### config.mk
export PLATFORM = sky130hd
export DESIGN_NAME = adc_cal_seq
export DESIGN_NICKNAME = d
export VERILOG_FILES = /design/src/rtl/adc_seq_pkg.sv /design/src/rtl/seq_interval_rom.sv /design/src/rtl/seq_interval_timer.sv /design/src/rtl/seq_ctrl_fsm.sv /design/src/rtl/adc_cal_seq.sv
export SDC_FILE = /design/constraint.sdc
export NUM_CORES = 1
export LEC_CHECK = 0
export BUFFER_PORTS_ARGS = -buffer_cell sky130_fd_sc_hd__buf_2
export CORE_ASPECT_RATIO = 0.7
export CORE_MARGIN = 4
export CORE_UTILIZATION = 50
export CTS_BUF_LIST = sky130_fd_sc_hd__clkbuf_4 sky130_fd_sc_hd__clkbuf_8
export DETAILED_ROUTE_END_ITERATION = 6
export PLACE_DENSITY = 0.68
export RECOVER_POWER = 25
export SETUP_SLACK_MARGIN = 0.5
export SYNTH_ARGS = -nofsm -noshare
export SYNTH_HDL_FRONTEND = slang
export SYNTH_SLANG_ARGS = --single-unit
export TNS_END_PERCENT = 1
### constraint.sdc
create_clock -name clk -period 5.3 [get_ports clk]
set_input_delay 1.325 -clock clk [delete_from_list [all_inputs] [get_ports clk]]
set_output_delay 1.325 -clock clk [all_outputs]
set_load 0.01 [all_outputs]
### src/rtl/adc_seq_pkg.sv
package adc_seq_pkg;

  typedef enum logic [1:0] {
    CK_FULL     = 2'b00,
    CK_GAIN_OFF = 2'b01,
    CK_OFFSET   = 2'b10,
    CK_GAIN     = 2'b11
  } cal_kind_e;

  typedef enum logic [2:0] {
    ST_POWERUP,
    ST_SETTLE,
    ST_ARMED,
    ST_AUTOCAL,
    ST_READY,
    ST_USERCAL,
    ST_CONVERT
  } seq_state_e;

  typedef enum logic [2:0] {
    IV_SETTLE,
    IV_AUTO,
    IV_FULL,
    IV_OFFSET,
    IV_GAIN
  } interval_e;

  function automatic int unsigned max2(input int unsigned a, input int unsigned b);
    return (a > b) ? a : b;
  endfunction

endpackage

### src/rtl/seq_interval_rom.sv
module seq_interval_rom
  import adc_seq_pkg::*;
#(
  parameter int unsigned SETTLE_CYC = 128000,
  parameter int unsigned AUTO_CYC   = 128000,
  parameter int unsigned FULL_CYC   = 125000,
  parameter int unsigned OFF_CYC    = 13880,
  parameter int unsigned GAIN_CYC   = 13880,
  parameter int unsigned W          = 17
) (
  input  interval_e      sel_i,
  output logic [W-1:0]   cycles_o
);

  always_comb begin
    case (sel_i)
      IV_SETTLE: cycles_o = W'(SETTLE_CYC);
      IV_AUTO:   cycles_o = W'(AUTO_CYC);
      IV_FULL:   cycles_o = W'(FULL_CYC);
      IV_OFFSET: cycles_o = W'(OFF_CYC);
      IV_GAIN:   cycles_o = W'(GAIN_CYC);
      default:   cycles_o = W'(SETTLE_CYC);
    endcase
  end

endmodule

### src/rtl/seq_interval_timer.sv
module seq_interval_timer #(
  parameter int unsigned W = 17
) (
  input  logic         clk,
  input  logic         rst_n,
  input  logic         load_i,
  input  logic [W-1:0] load_val_i,
  output logic         expire_o
);

  logic [W-1:0] cnt_q, cnt_d;
  logic         run_q, run_d;
  logic         cnt_en;

  // The final cycle of an interval is the one where the count sits at zero.
  assign expire_o = run_q && (cnt_q == '0);
  assign cnt_en   = load_i || (run_q && (cnt_q != '0));

  always_comb begin
    cnt_d = cnt_q;
    run_d = run_q;
    if (load_i) begin
      cnt_d = load_val_i - {{(W-1){1'b0}}, 1'b1};
      run_d = 1'b1;
    end else begin
      if (run_q && (cnt_q != '0)) cnt_d = cnt_q - {{(W-1){1'b0}}, 1'b1};
      if (expire_o)               run_d = 1'b0;
    end
  end

  always_ff @(posedge clk or negedge rst_n) begin
    if (!rst_n) begin
      cnt_q <= '0;
      run_q <= 1'b0;
    end else begin
      if (cnt_en) cnt_q <= cnt_d;
      run_q <= run_d;
    end
  end

endmodule

### src/rtl/seq_ctrl_fsm.sv
module seq_ctrl_fsm
  import adc_seq_pkg::*;
(
  input  logic       clk,
  input  logic       rst_n,
  input  logic       conv_start_i,
  input  logic       reg_wr_i,
  input  logic       reg_stcal_i,
  input  cal_kind_e  reg_kind_i,
  input  logic       conv_done_i,
  input  logic       expire_i,
  output logic       load_o,
  output interval_e  interval_o,
  output logic       busy_o,
  output logic [1:0] cal_code_o,
  output logic       cal_go_o,
  output logic       conv_go_o
);

  seq_state_e state_q, state_d;
  cal_kind_e  code_q, code_d;
  logic       skip_q, skip_d;
  logic       second_q, second_d;
  logic       cal_go_q, cal_go_d;
  logic       conv_go_q, conv_go_d;

  // Decode of a requested calibration into its first phase.
  interval_e  user_iv;
  cal_kind_e  user_code;
  logic       user_two_phase;
  logic       cal_req;

  assign cal_req = reg_wr_i && reg_stcal_i;

  always_comb begin
    user_two_phase = 1'b0;
    case (reg_kind_i)
      CK_FULL:     begin user_iv = IV_FULL;   user_code = CK_FULL;   end
      CK_GAIN_OFF: begin user_iv = IV_GAIN;   user_code = CK_GAIN;   user_two_phase = 1'b1; end
      CK_OFFSET:   begin user_iv = IV_OFFSET; user_code = CK_OFFSET; end
      default:     begin user_iv = IV_GAIN;   user_code = CK_GAIN;   end
    endcase
  end

  always_comb begin
    state_d    = state_q;
    code_d     = code_q;
    skip_d     = skip_q;
    second_d   = second_q;
    cal_go_d   = 1'b0;
    conv_go_d  = 1'b0;
    load_o     = 1'b0;
    interval_o = IV_SETTLE;
    case (state_q)
      ST_POWERUP: begin
        if (reg_wr_i) skip_d = 1'b1;
        if (conv_start_i) begin
          state_d    = ST_SETTLE;
          load_o     = 1'b1;
          interval_o = IV_SETTLE;
        end
      end
      ST_SETTLE: begin
        if (reg_wr_i) skip_d = 1'b1;
        if (expire_i) state_d = ST_ARMED;
      end
      ST_ARMED: begin
        if (cal_req) begin
          state_d    = ST_USERCAL;
          load_o     = 1'b1;
          interval_o = user_iv;
          code_d     = user_code;
          second_d   = user_two_phase;
          cal_go_d   = 1'b1;
          skip_d     = 1'b1;
        end else begin
          if (reg_wr_i) skip_d = 1'b1;
          if (conv_start_i) begin
            if (skip_q || reg_wr_i) begin
              state_d   = ST_CONVERT;
              conv_go_d = 1'b1;
            end else begin
              state_d    = ST_AUTOCAL;
              load_o     = 1'b1;
              interval_o = IV_AUTO;
              code_d     = CK_FULL;
              cal_go_d   = 1'b1;
            end
          end
        end
      end
      ST_AUTOCAL: begin
        if (expire_i) state_d = ST_READY;
      end
      ST_READY: begin
        if (cal_req) begin
          state_d    = ST_USERCAL;
          load_o     = 1'b1;
          interval_o = user_iv;
          code_d     = user_code;
          second_d   = user_two_phase;
          cal_go_d   = 1'b1;
        end else if (conv_start_i) begin
          state_d   = ST_CONVERT;
          conv_go_d = 1'b1;
        end
      end
      ST_USERCAL: begin
        if (expire_i) begin
          if (second_q) begin
            load_o     = 1'b1;
            interval_o = IV_OFFSET;
            code_d     = CK_OFFSET;
            second_d   = 1'b0;
            cal_go_d   = 1'b1;
          end else begin
            state_d = ST_READY;
            code_d  = CK_FULL;
          end
        end
      end
      ST_CONVERT: begin
        if (conv_done_i) state_d = ST_READY;
      end
      default: state_d = ST_POWERUP;
    endcase
  end

  always_ff @(posedge clk or negedge rst_n) begin
    if (!rst_n) begin
      state_q   <= ST_POWERUP;
      code_q    <= CK_FULL;
      skip_q    <= 1'b0;
      second_q  <= 1'b0;
      cal_go_q  <= 1'b0;
      conv_go_q <= 1'b0;
    end else begin
      state_q   <= state_d;
      code_q    <= code_d;
      skip_q    <= skip_d;
      second_q  <= second_d;
      cal_go_q  <= cal_go_d;
      conv_go_q <= conv_go_d;
    end
  end

  assign busy_o     = (state_q == ST_SETTLE)  || (state_q == ST_AUTOCAL) ||
                      (state_q == ST_USERCAL) || (state_q == ST_CONVERT);
  assign cal_code_o = code_q;
  assign cal_go_o   = cal_go_q;
  assign conv_go_o  = conv_go_q;

endmodule

### src/rtl/adc_cal_seq.sv
module adc_cal_seq
  import adc_seq_pkg::*;
#(
  parameter int unsigned SETTLE_CYC = 128000,
  parameter int unsigned AUTO_CYC   = 128000,
  parameter int unsigned FULL_CYC   = 125000,
  parameter int unsigned OFF_CYC    = 13880,
  parameter int unsigned GAIN_CYC   = 13880
) (
  input  logic       clk,
  input  logic       rst_n,
  input  logic       conv_start_i,
  input  logic       reg_wr_i,
  input  logic       reg_stcal_i,
  input  logic [1:0] reg_caltype_i,
  input  logic       conv_done_i,
  output logic       busy_o,
  output logic [1:0] cal_code_o,
  output logic       cal_go_o,
  output logic       conv_go_o
);

  localparam int unsigned MAX_CYC = max2(max2(max2(SETTLE_CYC, AUTO_CYC),
                                              max2(FULL_CYC, OFF_CYC)), GAIN_CYC);
  localparam int unsigned CNT_W   = $clog2(MAX_CYC + 1);

  logic             load;
  logic             expire;
  interval_e        interval;
  logic [CNT_W-1:0] load_val;

  seq_ctrl_fsm u_fsm (
    .clk          (clk),
    .rst_n        (rst_n),
    .conv_start_i (conv_start_i),
    .reg_wr_i     (reg_wr_i),
    .reg_stcal_i  (reg_stcal_i),
    .reg_kind_i   (cal_kind_e'(reg_caltype_i)),
    .conv_done_i  (conv_done_i),
    .expire_i     (expire),
    .load_o       (load),
    .interval_o   (interval),
    .busy_o       (busy_o),
    .cal_code_o   (cal_code_o),
    .cal_go_o     (cal_go_o),
    .conv_go_o    (conv_go_o)
  );

  seq_interval_rom #(
    .SETTLE_CYC (SETTLE_CYC),
    .AUTO_CYC   (AUTO_CYC),
    .FULL_CYC   (FULL_CYC),
    .OFF_CYC    (OFF_CYC),
    .GAIN_CYC   (GAIN_CYC),
    .W          (CNT_W)
  ) u_rom (
    .sel_i    (interval),
    .cycles_o (load_val)
  );

  seq_interval_timer #(
    .W (CNT_W)
  ) u_timer (
    .clk        (clk),
    .rst_n      (rst_n),
    .load_i     (load),
    .load_val_i (load_val),
    .expire_o   (expire)
  );

endmodule

# Word level (Yosys, flattened, before mapping)
# Cells that the tools add are included.
# Widths: inputs -> output; s select.
dict set report word_totals {
  ff_bits 27
  inputBits 8
  out_inout_bits 5
}
dict set report classes {
  n_addsub 2
  n_eq_ne 22
  n_mux 53
  n_reduce_logical 24
}
# cell n
set ops {}
lappend ops {{$mux 3} 15}
lappend ops {{$mux 17} 2}
lappend ops {{$pmux 17 s2} 1}
lappend ops {{$sub 17x1->17 const B} 2}
lappend ops {{$pmux 3 s7} 1}
lappend ops {{$mux 1} 18}
lappend ops {{$logic_not 17->1} 1}
lappend ops {{$reduce_bool 17->1} 1}
lappend ops {{$mux 2} 7}
lappend ops {{$eq 3x2->1 const B} 4}
lappend ops {{$eq 3x3->1 const B} 4}
lappend ops {{$ne 2x2->1 const B} 6}
lappend ops {{$ne 3x2->1 const B} 3}
lappend ops {{$pmux 3 s3} 1}
lappend ops {{$reduce_and 8->1} 1}
lappend ops {{$reduce_bool 2->1} 4}
lappend ops {{$pmux 1 s2} 3}
lappend ops {{$pmux 2 s3} 1}
lappend ops {{$pmux 3 s2} 1}
lappend ops {{$reduce_or 2->1} 3}
lappend ops {{$logic_or 1x1->1} 5}
lappend ops {{$reduce_and 5->1} 1}
lappend ops {{$ne 2x1->1 const B} 2}
lappend ops {{$pmux 1 s4} 1}
lappend ops {{other kinds (11)} 13}

# Depth between registers and ports, before layout
# Gate-level depths: netlist of the first run.
dict set report logic_depth {
  depth_word 10
  ltp_mapped 11
  ltp_nobuf 10
}

# By module
# From an unflattened synthesis of the first run, not the netlist that was laid out.
dict set report unflattened {
  hier_cells 270
  hier_area_um2 2327.2
}
# module instances cells_each area_per_inst_um2 seq_area_each_um2
set modules_own_cells {}
lappend modules_own_cells {seq_interval_timer 1 174 1556.5 450.4}
lappend modules_own_cells {seq_ctrl_fsm 1 75 614.3 225.2}
lappend modules_own_cells {seq_interval_rom 1 21 156.4 0.0}

# Worst setup path after synthesis of the first run
# Ideal clock, no wire load.
dict set report synth_path {
  path_kind {input port to flip-flop}
  start {input port reg_wr_i}
  end {register u_timer.cnt_q[6]}
  arrival_ps 3172
  required_ps 5221
  slack_ps 2048
  stages 10
  cell_sequence {buf_2 nand2_1 nor3_1 nor2_1 nand2_1 ha_1 inv_1 or4_1 xor2_1 mux2i_1}
}
dict set report synth_between {
  elab_chain_len 10
  elab_cells_between_ends 22
}
# element line_no
set synth_rtl {}
lappend synth_rtl {{from (decl)} adc_cal_seq.sv:13} ;# input logic reg_wr_i,
lappend synth_rtl {{$logic_or 1x1->1} seq_ctrl_fsm.sv:79} ;# if (skip_q || reg_wr_i) begin
lappend synth_rtl {{$mux 1} seq_ctrl_fsm.sv:79}
lappend synth_rtl {{$mux 3} seq_ctrl_fsm.sv:78} ;# if (conv_start_i) begin
lappend synth_rtl {{$mux 3} seq_ctrl_fsm.sv:68} ;# if (cal_req) begin
lappend synth_rtl {{$pmux 3 s3} seq_ctrl_fsm.sv:54} ;# case (state_q)
lappend synth_rtl {{$eq 3x2->1 or $eq 3x3->1 (tied branches)} seq_interval_rom.sv:16} ;# case (sel_i)
lappend synth_rtl {{$reduce_or 2->1 (no line)} -}
lappend synth_rtl {{$pmux 17 s2} seq_interval_rom.sv:16}
lappend synth_rtl {{$sub 17x1->17} seq_interval_timer.sv:23} ;# cnt_d = load_val_i - {{(W-1){1'b0}}, 1'b1};
lappend synth_rtl {{$mux 17} seq_interval_timer.sv:22} ;# if (load_i) begin
lappend synth_rtl {{to (signal assigned)} seq_interval_timer.sv:36} ;# if (cnt_en) cnt_q <= cnt_d;
lappend synth_rtl {{to (decl)} seq_interval_timer.sv:11} ;# logic [W-1:0] cnt_q, cnt_d;
# Parallel ways exist; a longest one is shown, timed or not.
# A chain may end at the register's enable or synchronous reset.

# Final worst setup path of the first run
# Ends and elaborated chain as after synthesis.

==> run metrics, run 1 <==
Final period util 0.719; Avg Synthesized Cell Area 8.78 sq um; worst hold stages 1; Std-Cell Rows 17; Largest stage delay, worst path 550 ps; global-route wire length before repair 6.75 mm; worst skew pair latency 280 ps; number of DRC markers in iteration 0 158; Crit path top cell by count nand2_1; final hold violation count 0; worst slew margin relative to its limit 0.0709; grt ovf 0; Slew @ Worst Pin 1390 ps; final WL 3.95 mm; Post-synth EDFFs 0; delay-heaviest family, CP simple AND/OR/NAND/NOR gates; Reg2Reg Depth 9; remaining antenna violation count 0; DP Area 0.00177 sq mm; die height 57.0 microns; final setup violation count 0; Ports 13; Non-Filler Instances 246; vias post-DR 1,538; crit start category input pin; Antenna Cells 0; Slew Viols, Final 0; Worst Skew 6.48 ps; Hold Crit Endpoint u_fsm.cal_code_o[0]; die width 78.0 microns; setup TNS 0 ps; initial cell density of the core 0.533; # hold bufs at CTS 0; Post-CTS Setup Repair Bufs 0; largest net degree at the start of global routing 28; flop-to-flop setup slack 2210 ps; drt pass-1 iters 5; hold path startpoint u_fsm.cal_code_o[0]; Worst Hold Class flop to flop; final core utilization 0.565; sequential area share after synthesis 0.394; leading area contributor after synthesis dfrtp_1; port buffer count 12; ys flop type dfrtp_1; Design Area, Final 0.00181 sq mm; Max FO, Critical Path 12; DR DRC count 0; area share of the largest cell type after synthesis 0.394; top post-synthesis cells by count dfrtp_1, nand2_1, a21oi_1; Synth area leaders dfrtp_1, a21oi_1, nand2_1; yosys warns 0; Pwr Density 318 mW/mm^2; count leader, synth dfrtp_1; Synth Instances 195; slowest CP cell or4_1; post-synthesis async set-or-reset flop share 1.00; ordered cell list for the critical path clkbuf_1 -> nand2_1 -> nor3_1 -> nor2_1 -> nand2_1 -> ha_1 -> inv_1 -> or4_1 -> xor2_1 -> mux2i_1; Max IR drop VDD 184 uV; dpl hpwl 3.00 mm; Root Buffer Master clkbuf_8; total CTS buffers 3; Final Wtd Congestion 0.946; Crit path depth 10; total track usage 0.190; initial antenna violation count 0; Clock Tree Buf Depth 2; Fmax achieved 262 MHz; vias in the first global route 1,402; placeable core area 0.00321 sq mm; Final Net Count 209; Min Hold Slack 506 ps; Setup Crit Path Kind input pin to flop; routed vias/inst 6.25; H-tree levels 1; placed insts 242; Tmin final 3810 ps; r2r endpoint u_timer.cnt_q[6]; Crit path required time 5440 ps; CP Data Arrival Time 3950 ps; CTS tree yes; WP buf/inv 2; nature of the critical path endpoint flop; RSZ-0062 raised after global routing false; Die Area 0.00444 sq mm; share of cells above drive strength 1 0.131; synthesized area 0.00171 sq mm; CTS sink count 27; post-CTS sizing 0; leakage 0.757 nW; maxcap violations 0; synth unique cells 49; status finished clean; Post-Syn Nets 204; P&R area growth vs syn 5.92%; #FFs+latches synth 27; Routed WL per cell 16.1 microns; RR Startpoint u_fsm.state_q[1]; Clock transition at path regs 90 ps
## power by group
group,internal [mW],switching (mW)
combinational,0.0677,0.0865
clock,0.0528,0.0637
sequential,0.247,0.0584
total,0.368,0.209
## registers in the layout, indices dropped and copies added, names as in the netlist
name / cells
u_fsm.state_q: 3
u_fsm.second_q: 1
u_fsm.cal_code_o: 2
u_fsm.skip_q: 1
u_timer.cnt_q: 17
u_fsm.conv_go_o: 1
u_timer.run_q: 1
u_fsm.cal_go_o: 1
## cells in the final DEF (no fill, tap or decap), drive strengths merged, types with 6 or more instances in the layout
cell type	instances
xnor2	6
dfrtp	27
nor2	18
nand3	6
o21ai	9
a21oi	18
buf	10
nand2	22
## worst max-delay path by stage
| stage | from | to | slack, ps |
|---|---|---|---|
| 3_3_place_gp | reg_wr_i | u_timer.cnt_q[6] | 1590 |
| 3_5_place_dp | reg_wr_i | u_timer.cnt_q[6] | 1430 |
| 5_1_grt | reg_wr_i | u_timer.cnt_q[6] | 1280 |
| 6_report | reg_wr_i | u_timer.cnt_q[6] | 1490 |
| 4_1_cts | reg_wr_i | u_timer.cnt_q[6] | 1720 |
| 2_1_floorplan | reg_wr_i | u_timer.cnt_q[6] | 2050 |
## cell type report
type / instances / area [sq um]
fill: 296 / 1400
multi-input combinational: 151 / 957
sequential: 27 / 676
tap: 47 / 58.8
timing repair buffer: 12 / 57.6
clock buffer: 3 / 41.3
inverter: 5 / 18.8
clock inverter: 1 / 5.00
## cell families after synthesis
kind of cell,Yosys count,synth area share
XOR/XNOR,10,0.0511
buffers and inverters,17,0.0468
AND/OR/NAND/NOR,85,0.285
flip-flops,27,0.394
multiplexers,3,0.0175
adder cells (fa/ha/maj),1,0.00730
AO/OA/AOI/OAI,52,0.198
## stage by stage
stage | total power, mW | worst slack, ps
5_1_grt | 0.608 | 1280
4_1_cts | 0.576 | 1720
3_5_place_dp | 0.460 | 1430
2_1_floorplan | 0.411 | 2050
3_3_place_gp | 0.452 | 1590
6_report | 0.576 | 1490
## metal layers
metal	up-vias	part of all wire	track usage
met2	70	0.41	0.265
met1	731	0.51	0.300
met3	10	0.067	0.0489
met5	-	0	0
li1	727	-	-
met4	0	0.012	0.0324
## worst register-to-register path, cell delays in order (launching register included)
cell and delay [ps]:
dfrtp_1 530, xnor2_1 200, nor3_1 510, nor2_1 280, nand2_1 140, ha_1 400, inv_1 110, or4_1 550
xor2_1 160, mux2i_1 90
Power figures use the tool's default switching activity.
==> run 2: changes to the inputs <==
- PLACE_DENSITY: 0.68 -> 0.71
- clock period: 5.3 -> 3.19 ns (I/O delays scaled with it)
==> run metrics, run 2 (synthesis results as in run 1) <==
die height 57.0 microns (unchanged); worst slew margin relative to its limit 0.0710 (about the same); Pwr Density 521 mW/mm^2 (+64%); share of power burned in registers 0.526 (-0.004); remaining antenna violation count 0 (unchanged); CTS sink count 27 (unchanged); final hold violation count 0 (unchanged); H-tree levels 1 (unchanged); die width 78.0 microns (unchanged); global-route wire length before repair 7.36 mm (+9.1%); Std-Cell Rows 17 (unchanged); grt ovf 0 (unchanged); Die Area 0.00444 sq mm (unchanged); Final period util 0.819; Clock transition at path regs 90 ps (about the same); vias post-DR 1,564 (+1.7%); Slew @ Worst Pin 1390 ps (-0.0994 ps); Clk network pwr share 0.206 (+0.004); P&R area growth vs syn 8.25%; Final Wtd Congestion 0.939 (-0.76%); port buffer count 12 (unchanged); Pint 0.628 mW (+71%); placeable core area 0.00321 sq mm (unchanged); fillcell total 281 (-5.1%); ordered cell list for the critical path buf_2 -> nor3b_1 -> and2_1 -> nor2_1 -> nand2_1 -> ha_1 -> inv_1 -> or4_1 -> xor2_1 -> mux2i_1; Final Net Count 212 (+1.4%); total track usage 0.206 (+0.0155); final WL 4.24 mm (+7.4%); nature of the critical path endpoint flop; RSZ-0062 raised after global routing false; total CTS buffers 3 (unchanged); Psw 0.339 mW (+62%); Slew Viols, Final 0 (unchanged); vias in the first global route 1,480 (+5.6%); hold path startpoint u_fsm.cal_code_o[1]; initial cell density of the core 0.533 (unchanged); most frequent cells in the layout dfrtp_1, nand2_1, a21oi_1; Crit path required time 3390 ps (-2050 ps); Worst Skew 5.08 ps (-1.40 ps); Routed WL per cell 17.0 microns (+6.1%); max FFs per register 17 (unchanged); RR Startpoint u_fsm.state_q[2]; CTS tree yes; Fmax achieved 383 MHz; Clock Tree Buf Depth 2 (unchanged); slowest CP cell or4_1; setup TNS 0 ps (unchanged); routed vias/inst 6.28 (+0.47%); Tmin final 2610 ps; Antenna Cells 0 (unchanged); status finished clean; M3 GR Usage 0.0584 (+0.00946); Setup Crit Path Kind input pin to flop; Post-CTS Setup Repair Bufs 0 (unchanged); largest net degree at the start of global routing 28 (unchanged); drt pass-1 iters 5 (unchanged); Worst Hold Class flop to flop; crit path launch conv_start_i; Root Buffer Master clkbuf_8; Ports 13 (unchanged); Biggest register u_timer.cnt_q; maxcap violations 0 (unchanged); share of cells above drive strength 1 0.163 (+0.0327); met1 Track Usage GR 0.306 (+0.00639); crit start category input pin; Max IR drop VDD 285 uV (+55%); DR DRC count 0 (unchanged); Pwr Total 0.967 mW (+68%); WP buf/inv 2 (unchanged); sw frac 0.351 (-0.0114); dpl hpwl 3.20 mm (+7.0%); Max FO, Critical Path 6 (-6); CP Data Arrival Time 2810 ps (-1140 ps); initial antenna violation count 0 (unchanged); grt met2 use 0.296 (+0.0317); worst skew pair latency 270 ps (about the same); most common cell after layout, fill and taps aside dfrtp_1; number of DRC markers in iteration 0 163 (+3.2%); Top Usage Layer GRT met1; delay-heaviest family, CP simple AND/OR/NAND/NOR gates; Comb power frac 0.267 (about the same); final setup violation count 0 (unchanged); leakage 0.772 nW (+2.0%); Largest stage delay, worst path 540 ps (about the same)
==> run 2: worst paths after layout <==
kind | to | slack, ps | cells after the start
worst max-delay path | u_timer.cnt_q[6] | 580 | 10
worst min-delay path | u_fsm.cal_code_o[1] | 490 | 2
worst max register to register | u_timer.cnt_q[6] | 640 | 9
worst min register to register | u_fsm.cal_code_o[1] | 490 | 2
max in group asynchronous | u_fsm.state_q[1] | 1450 | 1
min in group asynchronous | u_fsm.cal_code_o[0] | 830 | 1
==> run 2: power groups by stage <==
stage / logic [mW] / clock network, mW / registers [mW]
floorplan: 0.194 / 0 / 0.488
global placement: 0.249 / 0 / 0.507
detailed placement: 0.251 / 0 / 0.514
CTS: 0.254 / 0.206 / 0.506
global route: 0.290 / 0.224 / 0.516
finish: 0.259 / 0.199 / 0.509
==> run 2: cell type report <==
type | instances | area [sq um] | area share
inverter | 5 | 18.8 | 0.0101
timing repair buffer | 15 | 81.3 | 0.0439
sequential | 27 | 678 | 0.366
clock buffer | 4 | 48.8 | 0.0263
tap | 47 | 58.8 | 0.0317
multi-input combinational | 151 | 968 | 0.522
==> run 2: metal layers <==
layer  part of all wire  vias to the layer above
met5                  0                        -
met4              0.015                        0
met3              0.086                       13
met2               0.40                       81
met1               0.49                      734
li1                   -                      736
==> run 2: per-stage QoR <==
stage / hold WS (ps) / instance area (sq um) / std cells / util / setup WS (ps)
final: 492 / 1850 / 249 / 0.577 / 579
after CTS: 504 / 1850 / 249 / 0.575 / 624
after global routing: 558 / 1850 / 249 / 0.577 / 505
after detailed placement: 484 / 1800 / 245 / 0.560 / 348
after global placement: 462 / 1800 / 245 / 0.560 / 456
after floorplan: 502 / 1720 / 195 / - / 587
==> run 2: repair_timing <==
action                     in CTS  in global routing
hold buffers                    0                  0
resized for setup               0                  4
setup endpoints to repair       0                  3
==> run 2: tightest hold or removal path: cells and delay by family, from the launching register on <==
| kind | cells | cell delay [ps] |
|---|---|---|
| DFF | 1 | 360 |
| and+or+nand+nor | 2 | 100 |
